==> config.mk <==
export PLATFORM = sky130hd
export DESIGN_NAME = xlat_priv_sel
export DESIGN_NICKNAME = d
export VERILOG_FILES = /design/src/rtl/xps_pkg.sv /design/src/rtl/xps_mode_sel.sv /design/src/rtl/xps_addr_join.sv /design/src/rtl/xps_out_stage.sv /design/src/rtl/xlat_priv_sel.sv
export SDC_FILE = /design/constraint.sdc
export NUM_CORES = 1
export LEC_CHECK = 0
export ABC_AREA = 1
export ABC_CLOCK_PERIOD_IN_PS = 1100
export BUFFER_PORTS_ARGS = -buffer_cell sky130_fd_sc_hd__buf_4
export CAP_MARGIN = 20
export CORE_ASPECT_RATIO = 0.9
export CORE_MARGIN = 1.5
export CORE_UTILIZATION = 39
export CTS_CLUSTER_DIAMETER = 60
export DETAILED_ROUTE_END_ITERATION = 8
export GPL_TIMING_DRIVEN = 0
export HOLD_SLACK_MARGIN = 0.15
export PLACE_DENSITY = 0.8
export SLEW_MARGIN = 20
export SYNTH_ARGS = -nofsm -noshare
export SYNTH_HDL_FRONTEND = slang
export SYNTH_HIERARCHICAL = 1
export SYNTH_SLANG_ARGS = --single-unit
==> constraint.sdc <==
create_clock -name clk -period 1.1 [get_ports clk]
set_input_delay 0.055 -clock clk [delete_from_list [all_inputs] [get_ports clk]]
set_output_delay 0.055 -clock clk [all_outputs]
set_load 0.05 [all_outputs]
==> src/rtl/xps_pkg.sv <==
package xps_pkg;
  typedef enum logic [1:0] {
    PRIV_U    = 2'd0,
    PRIV_S    = 2'd1,
    PRIV_RSVD = 2'd2,
    PRIV_M    = 2'd3
  } priv_e;

  typedef enum logic [1:0] {
    ACC_FETCH = 2'd0,
    ACC_LOAD  = 2'd1,
    ACC_STORE = 2'd2,
    ACC_OTHER = 2'd3
  } acc_e;

  localparam int PG_SHIFT = 12;
endpackage

==> src/rtl/xps_mode_sel.sv <==
module xps_mode_sel
  import xps_pkg::*;
#(
  parameter int VMW = 5,
  parameter logic [VMW-1:0] VM_OFF = '0
) (
  input  logic [1:0]     acc_kind,
  input  logic [1:0]     cur_priv,
  input  logic           mod_priv,
  input  logic [1:0]     prev_priv,
  input  logic [VMW-1:0] vm_mode,
  input  logic           dbg_mode,
  output logic [1:0]     sel_mode
);
  logic is_data;
  logic take_prev;
  logic no_xlat;

  always_comb begin
    is_data   = (acc_kind != ACC_FETCH);
    take_prev = is_data && mod_priv && !dbg_mode;
    no_xlat   = (vm_mode == VM_OFF);
    if (no_xlat)        sel_mode = PRIV_M;
    else if (take_prev) sel_mode = prev_priv;
    else                sel_mode = cur_priv;
  end
endmodule

==> src/rtl/xps_addr_join.sv <==
module xps_addr_join
  import xps_pkg::*;
#(
  parameter int AW   = 64,
  parameter int XLEN = 32,
  parameter int PGS  = 12
) (
  input  logic [1:0]    sel_mode,
  input  logic [AW-1:0] vaddr,
  input  logic [AW-1:0] walk_pbase,
  output logic          bypass,
  output logic          walk_req,
  output logic [AW-1:0] paddr
);
  localparam logic [AW-1:0] OFF_MASK = {{(AW-PGS){1'b0}}, {PGS{1'b1}}};

  logic [AW-1:0] xmask;

  generate
    if (XLEN < AW) begin : g_trunc
      assign xmask = {{(AW-XLEN){1'b0}}, {XLEN{1'b1}}};
    end else begin : g_full
      assign xmask = '1;
    end
  endgenerate

  always_comb begin
    bypass   = (sel_mode == PRIV_M);
    walk_req = !bypass;
    if (bypass) paddr = vaddr & xmask;
    else        paddr = (walk_pbase & ~OFF_MASK) | (vaddr & OFF_MASK);
  end
endmodule

==> src/rtl/xps_out_stage.sv <==
module xps_out_stage #(
  parameter int W = 8,
  parameter bit REG_OUT = 1'b1,
  parameter logic [W-1:0] RST_VAL = '0
) (
  input  logic         clk,
  input  logic         rst,
  input  logic [W-1:0] d,
  output logic [W-1:0] q
);
  generate
    if (REG_OUT) begin : g_reg
      always_ff @(posedge clk) begin
        if (rst) q <= RST_VAL;
        else     q <= d;
      end
    end else begin : g_wire
      assign q = d;
    end
  endgenerate
endmodule

==> src/rtl/xlat_priv_sel.sv <==
module xlat_priv_sel
  import xps_pkg::*;
#(
  parameter int AW      = 64,
  parameter int XLEN    = 32,
  parameter int VMW     = 5,
  parameter bit REG_OUT = 1'b1
) (
  input  logic           clk,
  input  logic           rst,
  input  logic [1:0]     acc_kind,
  input  logic [1:0]     cur_priv,
  input  logic           mod_priv,
  input  logic [1:0]     prev_priv,
  input  logic [VMW-1:0] vm_mode,
  input  logic           dbg_mode,
  input  logic [AW-1:0]  vaddr,
  input  logic [AW-1:0]  walk_pbase,
  output logic           walk_req,
  output logic [1:0]     walk_mode,
  output logic [1:0]     eff_mode,
  output logic           bypass,
  output logic [AW-1:0]  paddr
);
  localparam int SW = 2 + 1 + AW;
  localparam logic [SW-1:0] RST_VAL = {2'b11, 1'b1, {AW{1'b0}}};

  logic [1:0]    sel_mode;
  logic          nxt_bypass;
  logic [AW-1:0] nxt_paddr;
  logic [SW-1:0] stage_q;

  xps_mode_sel #(.VMW(VMW)) u_mode (
    .acc_kind (acc_kind),
    .cur_priv (cur_priv),
    .mod_priv (mod_priv),
    .prev_priv(prev_priv),
    .vm_mode  (vm_mode),
    .dbg_mode (dbg_mode),
    .sel_mode (sel_mode)
  );

  xps_addr_join #(.AW(AW), .XLEN(XLEN), .PGS(PG_SHIFT)) u_join (
    .sel_mode  (sel_mode),
    .vaddr     (vaddr),
    .walk_pbase(walk_pbase),
    .bypass    (nxt_bypass),
    .walk_req  (walk_req),
    .paddr     (nxt_paddr)
  );

  xps_out_stage #(.W(SW), .REG_OUT(REG_OUT), .RST_VAL(RST_VAL)) u_out (
    .clk(clk),
    .rst(rst),
    .d  ({sel_mode, nxt_bypass, nxt_paddr}),
    .q  (stage_q)
  );

  assign walk_mode = sel_mode;
  assign eff_mode  = stage_q[SW-1 -: 2];
  assign bypass    = stage_q[AW];
  assign paddr     = stage_q[AW-1:0];
endmodule

==> metrics <==
number of global-route vias before repair=3151; most frequent cells in the layout=buf_4 (169), inv_1 (103), nor2_1 (96), dlygate4sd3_1 (89), dfxtp_1 (67); initial drt markers=80; final instance area=5100 um^2; Total GRT Usage=0.266; HP Start=cur_priv[0]; kind of critical path=in -> reg; number of library cell types mapped by synthesis=12; Rows=28; register area share after synthesis=0.509; crit-path cells=buf_4 > nor2_4 > nand2_2 > nand2_2 > nand3_4 > dlygate4sd3_1 > inv_1 > nand2_1; largest net degree at the start of global routing=13; register area=1340 um^2; period utilisation layout=0.945; Placeable Area=6550 um^2; yosys warns=6; Largest Register=u_out/q; # IOs=213; CP Max Fanout=5; full die area=7260 um^2; Max transition margin=0.852; Fillers=423; share of layout cells above drive strength 1=0.333; count of input and output buffers=155; Bufs and invs on worst path=3; Via density=4.22; CP max-delay cell=dlygate4sd3_1; CP max stage delay=0.59 ns; biggest area consumer among synthesized cells=dfxtp_1; CP Capture Type=flop; fmax=0.962 GHz; Worst EP arrival=1.26 ns; area delta synth->final=93.5%; H-tree depth=3; Final Hold Viols=0; die height=81 um; biggest regs=u_out/q (67); Inserted Clock Buffers=9; hold path cells=8; number of remaining DRC errors=0; Max Slew Vio Count=0; global route overflow=0; Routed WL=9420 um; max reg flops=67; DRT Pass-1 Iters=6; fin crit period=1.04 ns; Synth top area share=0.509; syn avg cell area=7.11 um^2; worst slack, placed=-0.188 ns; via count=3061; Setup Viol. Count Final=0; leak pwr=2.88 nW; max_cap viols=0; Max clock buf depth=2; startpoint class of the critical path=input port; setup slack after layout=0.0610 ns; antenna violations before repair=1; Post-Syn Area=2640 um^2; CTS tree=done; syn_nets=514; clock sink count=67; root buffer cell=clkbuf_8; Worst Hold Class=in -> reg; DPL Wire Length=4830 um; Die Wd=89.7 um; first-pass GRT wire length=14300 um; area of the multi-input gates=732 um^2; most used cell, CP=nand2_2; Slew @ Worst Pin=0.221 ns; WL per Instance=13.0 um; GPL Wtd Cong=0.863; CP Data Required Time=1.32 ns; Initial Util=0.402; dpl cell area=3960 um^2; Detail Route Antenna Nets=0; leading cell type in the layout, fill and taps excluded=buf_4; crit-path leading delay family=buffers and inverters; Syn Inst Count=371; hold endpoint=u_out/q[61]$_SDFF_PP0_; status=complete, no violations; flops & latches, synth=67; worst vdd ir=0.000849 V; RSZ-0062 raised after global routing=false; CTS clk-pin slew, worst paths=0.08 ns; nets@finish=772; top cells by area in the synthesized netlist=dfxtp_1 (51%), inv_1 (15%), nor2_1 (14%); P per Cell Area=1310 nW/um^2
## stage by stage
stage / util / hold slack (ns) / cells / total power, mW / TNS (ns)
4_1_cts: 0.779 / 0.281 / 726 / 6.69 / 0
3_3_place_gp: 0.604 / 0.253 / 616 / 4.35 / -6.23
2_1_floorplan: - / 0.231 / 371 / 3.77 / -0.917
5_1_grt: 0.779 / 0.332 / 725 / 7.01 / 0
6_report: 0.779 / 0.300 / 725 / 6.71 / 0
3_5_place_dp: 0.604 / 0.261 / 616 / 4.37 / -7.26
## final cells by class
| type | count | area share |
|---|---|---|
| repair buffers | 247 | 0.411 |
| clock inverters | 6 | 0.0125 |
| flip-flops and latches | 67 | 0.263 |
| plain buffers | 28 | 0.0441 |
| inverters | 104 | 0.0765 |
| well taps | 90 | 0.0221 |
| clock buffers | 10 | 0.0270 |
| multi-input cells | 172 | 0.143 |
| diodes | 1 | 0.000490 |
## report_power, final
group / total (mW) / internal (mW) / switching [mW]
Combinational: 2.02 / 0.854 / 1.17
Sequential: 2.64 / 2.59 / 0.0464
Clock: 2.05 / 1.11 / 0.941
## worst min-delay path, cell delays in order
cell     delay [ns]
buf_4          0.08
nand2_2        0.06
nand3_4        0.09
nand2_4        0.08
inv_2          0.11
nor2_1         0.05
inv_1          0.04
nor2_1         0.03
## cells in the mapped netlist
| cell type | count |
|---|---|
| buf_2 | 7 |
| buf_4 | 15 |
| buf_6 | 6 |
| dfxtp_1 | 67 |
| inv_1 | 103 |
| inv_2 | 1 |
| nand2_1 | 47 |
| nand2_2 | 1 |
| nand3_1 | 24 |
| nand3b_1 | 1 |
| nor2_1 | 98 |
| nor2_4 | 1 |
## how the worst max path moves through the flow
stage | from | endpoint | slack [ns] | depth (start not counted)
final | dbg_mode | u_out/q[66]$_SDFF_PP1_ | 0.06 | 8
after global routing | vm_mode[4] | walk_req | 0.001 | 7
after CTS | vaddr[10] | u_out/q[10]$_SDFF_PP0_ | 0.009 | 5
after detailed placement | vm_mode[1] | u_out/q[45]$_SDFF_PP0_ | -0.19 | 10
after global placement | vm_mode[4] | u_out/q[44]$_SDFF_PP0_ | -0.17 | 10
after floorplan | mod_priv | u_out/q[40]$_SDFF_PP0_ | -0.02 | 11
## what timing repair did
action | 4_1_cts | 5_1_grt
setup endpoints to repair | 1 | 25
gates resized for setup | 0 | 7
pin swaps | 2 | 5
hold buffers | 94 | 2
endpoints found under the hold margin | 67 | 61
buffers inserted | 0 | 2
## routing by layer
layer | GRT usage | routed length (um) | share of wire
met4 | 0.186 | 488 | 0.052
met5 | 0 | 0 | 0
met3 | 0.0671 | 653 | 0.069
met2 | 0.491 | 4900 | 0.52
met1 | 0.253 | 3380 | 0.36
## cells by family (layout without fill, tap and decap cells)
kind of cell	Yosys count	after routing	share of synthesized area
DFF	67	67	0.509
buffers and inverters	132	395	0.230
and+or+nand+nor	172	172	0.262
other	0	1	0
(Power assumes the default switching activity.)
